<file path="src/rtl/match_timer.sv">
module match_timer #(
  parameter int NT      = 3,
  parameter int NC      = 3,
  parameter int CW      = 32,
  parameter int DW      = 32,
  parameter int AW      = 8,
  parameter int CAP_LAT = 4
) (
  input  logic          clk,
  input  logic          rst_n,
  input  logic          tick_en,
  input  logic          wr_en,
  input  logic [AW-1:0] addr,
  input  logic [DW-1:0] wdata,
  output logic [DW-1:0] rd_data,
  output logic          irq
);
  localparam int TSW = AW - 6;
  localparam int DLW = $clog2(CAP_LAT + 1);
  localparam logic [3:0] OFF_STS = 4'd8;
  localparam logic [3:0] OFF_IE  = 4'd9;
  localparam logic [3:0] OFF_MOD = 4'd10;
  localparam logic [3:0] OFF_CAP = 4'd11;

  logic [TSW-1:0] tsel;
  logic [3:0]     off;
  logic           gsel, en_wr;

  logic [NT-1:0]                 en_q, per_q, busy;
  logic [NT-1:0][CW-1:0]         cnt, cap_q, cap_pend;
  logic [NT-1:0][NC-1:0][CW-1:0] mval;
  logic [NT-1:0][NC-1:0]         sts, ie, hit;
  logic [NT-1:0][DLW-1:0]        dly;

  assign tsel  = addr[AW-1:6];
  assign off   = addr[5:2];
  assign gsel  = (tsel == '0);
  assign en_wr = wr_en && gsel && (off == 4'd0);

  always_ff @(posedge clk or negedge rst_n)
    if (!rst_n) en_q <= '0;
    else if (en_wr) en_q <= wdata[NT-1:0];

  for (genvar t = 0; t < NT; t++) begin : g_tmr
    logic sel;
    logic [NC-1:0] clr;
    assign sel = wr_en && (tsel == TSW'(t + 1));
    assign clr = (sel && off == OFF_STS) ? wdata[NC-1:0] : '0;
    assign busy[t] = (dly[t] != '0);

    for (genvar c = 0; c < NC; c++) begin : g_cmp
      assign hit[t][c] = en_q[t] && tick_en && (cnt[t] == mval[t][c]);
      always_ff @(posedge clk or negedge rst_n)
        if (!rst_n) mval[t][c] <= '0;
        else if (sel && off == 4'(c)) mval[t][c] <= wdata[CW-1:0];
    end

    always_ff @(posedge clk or negedge rst_n)
      if (!rst_n) begin
        sts[t]   <= '0;
        ie[t]    <= '0;
        per_q[t] <= 1'b0;
      end else begin
        sts[t] <= (sts[t] & ~clr) | hit[t];
        if (sel && off == OFF_IE)  ie[t]    <= wdata[NC-1:0];
        if (sel && off == OFF_MOD) per_q[t] <= wdata[0];
      end

    always_ff @(posedge clk or negedge rst_n)
      if (!rst_n) cnt[t] <= '0;
      else if (en_wr && wdata[t] && !en_q[t]) cnt[t] <= '0;
      else if (en_q[t] && tick_en)
        cnt[t] <= (per_q[t] && hit[t][0]) ? '0 : cnt[t] + 1'b1;

    always_ff @(posedge clk or negedge rst_n)
      if (!rst_n) begin
        dly[t]      <= '0;
        cap_pend[t] <= '0;
        cap_q[t]    <= '0;
      end else if (sel && off == OFF_CAP) begin
        dly[t]      <= DLW'(CAP_LAT);
        cap_pend[t] <= cnt[t];
      end else if (busy[t]) begin
        dly[t] <= dly[t] - 1'b1;
        if (dly[t] == DLW'(1)) cap_q[t] <= cap_pend[t];
      end
  end

  always_comb begin
    rd_data = '0;
    if (gsel) begin
      if (off == 4'd0) rd_data[NT-1:0] = en_q;
      if (off == 4'd1) rd_data[NT-1:0] = busy;
    end
    for (int t = 0; t < NT; t++) begin
      if (tsel == TSW'(t + 1)) begin
        for (int c = 0; c < NC; c++)
          if (off == 4'(c)) rd_data[CW-1:0] = mval[t][c];
        case (off)
          OFF_STS: rd_data[NC-1:0] = sts[t];
          OFF_IE:  rd_data[NC-1:0] = ie[t];
          OFF_MOD: rd_data[0]      = per_q[t];
          OFF_CAP: rd_data[CW-1:0] = cap_q[t];
          default: ;
        endcase
      end
    end
  end

  assign irq = |(sts & ie);
endmodule

</file>
<file path="config.mk">
export PLATFORM = sky130hd
export DESIGN_NAME = match_timer
export DESIGN_NICKNAME = d
export VERILOG_FILES = /design/src/rtl/match_timer.sv
export SDC_FILE = /design/constraint.sdc
export NUM_CORES = 1
export LEC_CHECK = 0
export BUFFER_PORTS_ARGS = -buffer_cell sky130_fd_sc_hd__buf_2
export CAP_MARGIN = 0
export CORE_ASPECT_RATIO = 1.4
export CORE_MARGIN = 8
export CORE_UTILIZATION = 50
export DETAILED_ROUTE_END_ITERATION = 10
export GPL_TIMING_DRIVEN = 1
export PLACE_DENSITY_LB_ADDON = 0.1
export SLEW_MARGIN = 30
export SYNTH_ARGS = -nofsm -noshare
export SYNTH_HDL_FRONTEND = slang
export SYNTH_SLANG_ARGS = --single-unit
</file>
<file path="constraint.sdc">
create_clock -name clk -period 4.7 [get_ports clk]
set_input_delay 0.47 -clock clk [delete_from_list [all_inputs] [get_ports clk]]
set_output_delay 0.47 -clock clk [all_outputs]
set_load 0.02 [all_outputs]
</file>
# [Yosys cells after proc, flatten, opt, wreduce, memory -nomap -nowiden]
# Cells that the tools add are included.
[word_totals] word_cells=178 input_bits=44 out_inout_bits=33 register_bits=609
[op_classes] bitwise_logic=13 n_eq_ne=21 n_reduce_logical=65 addsub=6 muxes=42
[op_table] cell="32-bit two-way mux" n=21
[op_table] cell="32-bit == test" n=9
[op_table] cell="32-bit by 1-bit adder with 32-bit output (second input constant)" n=3
[op_table] cell="29-bit two-way mux" n=3
[op_table] cell="1-bit logical AND" n=47
[op_table] cell="3-bit two-way mux" n=12
[op_table] cell="2-bit one-hot mux with 3 select lines" n=3
[op_table] cell="4-bit == test (second input constant)" n=4
[op_table] cell="1-bit one-hot mux with 4 select lines" n=3
[op_table] cell="2-bit nonzero test" n=6
[op_table] cell="3-bit bitwise AND" n=3
[op_table] cell="9-bit bitwise AND" n=1
[op_table] cell="3-bit by 1-bit == test with 1-bit output (second input constant)" n=3
[op_table] cell="3-bit NOT" n=3
[op_table] cell="3-bit OR" n=3
[op_table] cell="3-bit AND reduction" n=3
[op_table] cell="3-bit nonzero test" n=3
[op_table] cell="9-bit OR reduction" n=1
[op_table] cell="3-bit by 1-bit subtractor with 3-bit output (second input constant)" n=3
[op_table] cell="2-bit == test (second input constant)" n=2
[op_table] cell="4-bit by 1-bit == test with 1-bit output (second input constant)" n=1
[op_table] cell="4-bit by 2-bit == test with 1-bit output (second input constant)" n=1
[op_table] cell="4-bit logical NOT" n=1
[op_table] cell="1-bit logical NOT" n=3
[op_table] cell="other kinds (3)" n=5

# [Longest topological paths before layout]
[depth] depth_word=19 depth_mapped=9 mapped_depth_nobuf=7

# [Worst setup path before layout]
# Ideal clock, no wire load.
[synth_timing] kind="input port to output port" start="in addr[5]" end="out rd_data[16]" slack_ps=1837 arrival_time_ps=2393 path_stages=7 path_buffers=5 path_cell_list="buf_2 -> or4b_2 -> clkbuf_1 -> buf_2 -> clkbuf_1 -> clkbuf_1 -> o211ai_1"
[synth_via] elab_chain_len=16
[synth_lines] element="start, declared" line_no="13" text="input logic [AW-1:0] addr,"
[synth_lines] element="4-bit logical NOT" line_no="98" text="if (off == 4'(c)) rd_data[CW-1:0] = mval[t][c];"
[synth_lines] element="32-bit two-way mux (3 in a row)" line_no="98"
[synth_lines] element="29-bit two-way mux" line_no="99" text="case (off)"
[synth_lines] element="32-bit two-way mux" line_no="96" text="if (tsel == TSW'(t + 1)) begin"
[synth_lines] element="32-bit two-way mux (3 in a row)" line_no="98"
[synth_lines] element="29-bit two-way mux" line_no="99"
[synth_lines] element="32-bit two-way mux" line_no="96"
[synth_lines] element="32-bit two-way mux (3 in a row)" line_no="98"
[synth_lines] element="29-bit two-way mux" line_no="99"
[synth_lines] element="32-bit two-way mux *" line_no="96"
[synth_lines] element="end, declared" line_no="15" text="output logic [DW-1:0] rd_data,"
# Every way passes the cells marked *; elsewhere a longest branch is shown, timed or not.

# [Worst setup path in the final report]
[layout_timing] start="in addr[3]" end="out rd_data[29]"
# Same word-level chain as after synthesis.

==> qor.yml <==
status:
  status: "finished, final reports clean"
timing:
  hold_viol_final: 0
  rsz0062_at_grt: "false"
  final_max_slew_viol_count: 0
  relSlewSlack_pct: 32.1
  max_freq_ghz: 0.272
  setup_viol: 0
  fin_setup_tns_ps: 0
  period_needed_ps: 3680
  finClkSkew_ps: 18.2
  tightest_slew_ps: 1020
  fin_crit_sh_pct: 78.2
logic_synthesis:
  synth-edff-count: 0
  synth.cell_area_um2: 31600
  synth_nets: 2871
  yosys.area.top_type: "dfrtp_1"
  ys_seq_area_share_pct: 48.3
  synth-main-ff-cell: "dfrtp_1"
  synth_warnings: 0
  synthTopCellsByArea: "dfrtp_1, mux2_2, xnor2_1, xor2_1, nand2_1"
  synth_seq_cells: 609
  synth_cells: 2815
  synth_common_cells: "dfrtp_1, mux2_2, nand2_1, xnor2_1, clkbuf_1"
  synth_most_common_cell: "dfrtp_1"
  synthDistinctLibCells: 76
  synthDominantCellAreaShare_pct: 48.3
  syn-mean-instance-area_um2: 11.2
  synthArstFlopShare_pct: 100
routing:
  wirelength_um: 124000
  dr.first_iter.drc_count: 2618
  firstDrtPassIters: 7
  ant_nets: 0
  route.vias.total: 23900
  wire_per_inst_um: 33.7
  drc: 0
  viasPerCell: 6.49
grt:
  gr-usage-all-layers_pct: 33.9
  grt.overflow.total: 0
  grt_max_degree: 116
  grt_pass1_vias: 23700
  grt_antenna_before_repair: 5
  grt_first_pass_wirelength_um: 176000
place:
  dp_hpwl_um: 89500
  dp.cells: 3565
  portBuffers: 74
  gp_congestion: 0.994
  placed_cell_area_um2: 32800
clocking:
  h-tree-depth: 2
  cts_buffer_depth: 3
  clkTransAtPathRegs_ps: 70
  cts_inserted_buffers: 61
  insertion_delay_ps: 640
  post-cts-setup-buffers: 0
  cts_tree: "yes"
  root_buffer: "clkbuf_16"
  cts.sinks: 609
worst_setup_path:
  critPathCaptureType: "output port"
  cp.required_ps: 4230
  startpoint_type: "primary input"
  crit_fanout: 27
  arrival_ps: 3210
  path_class: "in -> out"
floorplanning:
  die_h_um: 313
  die_x_um: 228
  die_area_um2: 71600
  ios: 77
  start_util_pct: 50.2
  num_rows: 109
  core_region_area_um2: 62900
final_layout:
  nets: 2853
  layoutNonFillerInstCount: 3680
  stdcell_area_um2: 35000
  final_util_pct: 55.7
  syn_to_final_growth_pct: 10.8
  fillerInstances: 5451
  drive_gt1_share_pct: 27.9
pwr:
  ir_worst_vdd_mv: 0.385
  p_total_uw: 14700
  powerDensity_nw_per_um2: 419
  leakage_uw: 0.0159
min_path:
  hold_path.class: "in -> reg"
run:
  maxCapViolCount: 0
[worst max-delay path, cell delays in order]
cell and delay [ps]:
buf_2 270, nand2_1 290, nand4_1 830, buf_4 460, o32a_1 430, o211ai_1 190
buf_2 240
[cell usage in the layout (no fill, tap or decap), drive strengths merged, types with 6 or more instances in the layout]
| cell | synthesis | routed |
|---|---|---|
| dfrtp | 609 | 609 |
| mux2 | 490 | 490 |
| nand2 | 211 | 211 |
| xnor2 | 190 | 190 |
| buf | 94 | 159 |
| nor2 | 140 | 140 |
| xor2 | 138 | 138 |
| a22oi | 101 | 101 |
| clkbuf | 147 | 88 |
| nand4 | 86 | 86 |
| nand3 | 73 | 73 |
| o22ai | 65 | 65 |
| o21ai | 59 | 59 |
| nor3 | 46 | 46 |
| nor4 | 42 | 42 |
| mux2i | 40 | 40 |
| inv | 32 | 33 |
| o211ai | 19 | 19 |
| o32a | 17 | 17 |
| a31oi | 17 | 17 |
| clkinv | 2 | 14 |
| or3 | 13 | 13 |
| a21oi | 13 | 13 |
| and3 | 13 | 13 |
| o31ai | 13 | 13 |
| and2 | 12 | 12 |
| ha | 12 | 12 |
| a221o | 11 | 11 |
| o311ai | 11 | 11 |
| nand2b | 10 | 10 |
| and4 | 9 | 9 |
| bufinv | 0 | 9 |
| a221oi | 7 | 7 |
| or4 | 7 | 7 |
| o221ai | 6 | 6 |
| a22o | 6 | 6 |
| a41oi | 6 | 6 |
| nor2b | 6 | 6 |
[path summary, 6_finish.rpt]
path / depth (start not counted) / slack [ps] / from / to
setup / recovery: 7 / 1020 / addr[3] / rd_data[29]
hold / removal: 3 / 240 / wdata[2] / en_q[2]$_DFFE_PN0P_
setup reg to reg: 6 / 1550 / cnt[41]$_DFFE_PN0P_ / cnt[54]$_DFFE_PN0P_
hold reg to reg: 2 / 470 / cap_pend[3]$_DFFE_PN0P_ / cap_pend[3]$_DFFE_PN0P_
max in group asynchronous: 3 / 2920 / rst_n / mval[183]$_DFFE_PN0P_
min in group asynchronous: 2 / 420 / rst_n / cnt[66]$_DFFE_PN0P_
[metrics by stage]
stage                     hold slack [ps]  setup WS [ps]
after floorplan                       174           1840
after global placement                457           1180
after detailed placement              459           1150
after CTS                             210           1140
after global routing                  254           1040
final                                 243           1020
[kinds of logic after synthesis]
| kind of cell | synth area share (%) |
|---|---|
| xor gates and xnor gates | 9.15 |
| AOI/OAI and AO/OA | 8.50 |
| and+or+nand+nor | 10.8 |
| adders and majority gates | 0.476 |
| buffers and inverters | 3.87 |
| muxes | 19.0 |
| DFF | 48.3 |
[power by group]
group | switching [uW] | internal, uW
sequential | 780 | 5800
clock | 2190 | 3090
combinational | 1660 | 1140
total | 4620 | 10000
[area by class of cell]
class | instances | area, um2 | share of cell area [%]
Clock buffer | 88 | 1760 | 5.03
Inverter | 34 | 129 | 0.368
Sequential cell | 609 | 15200 | 43.6
Timing Repair Buffer | 160 | 1180 | 3.38
Antenna cell | 1 | 2.50 | 0.00715
Clock inverter | 25 | 373 | 1.07
Multi-Input combinational cell | 1931 | 15300 | 43.6
Tap cell | 832 | 1040 | 2.98
[timing repair]
action,CTS,global route
endpoints found under the hold margin,93,0
gates resized for setup,0,0
hold buffers,1,0
[metal layers]
layer,GRT usage [%],wire [um]
met5,0,33
met4,24.0,10600
met3,4.87,7940
met2,53.8,56900
met1,42.6,48500
[flip-flops by register name, summed over array words and instances, names as in the netlist]
name	count
ie	9
sts	9
en_q	3
cnt	96
cap_pend	96
dly	9
mval	288
cap_q	96
per_q	3
No activity file was read; power rests on OpenSTA's default activity.
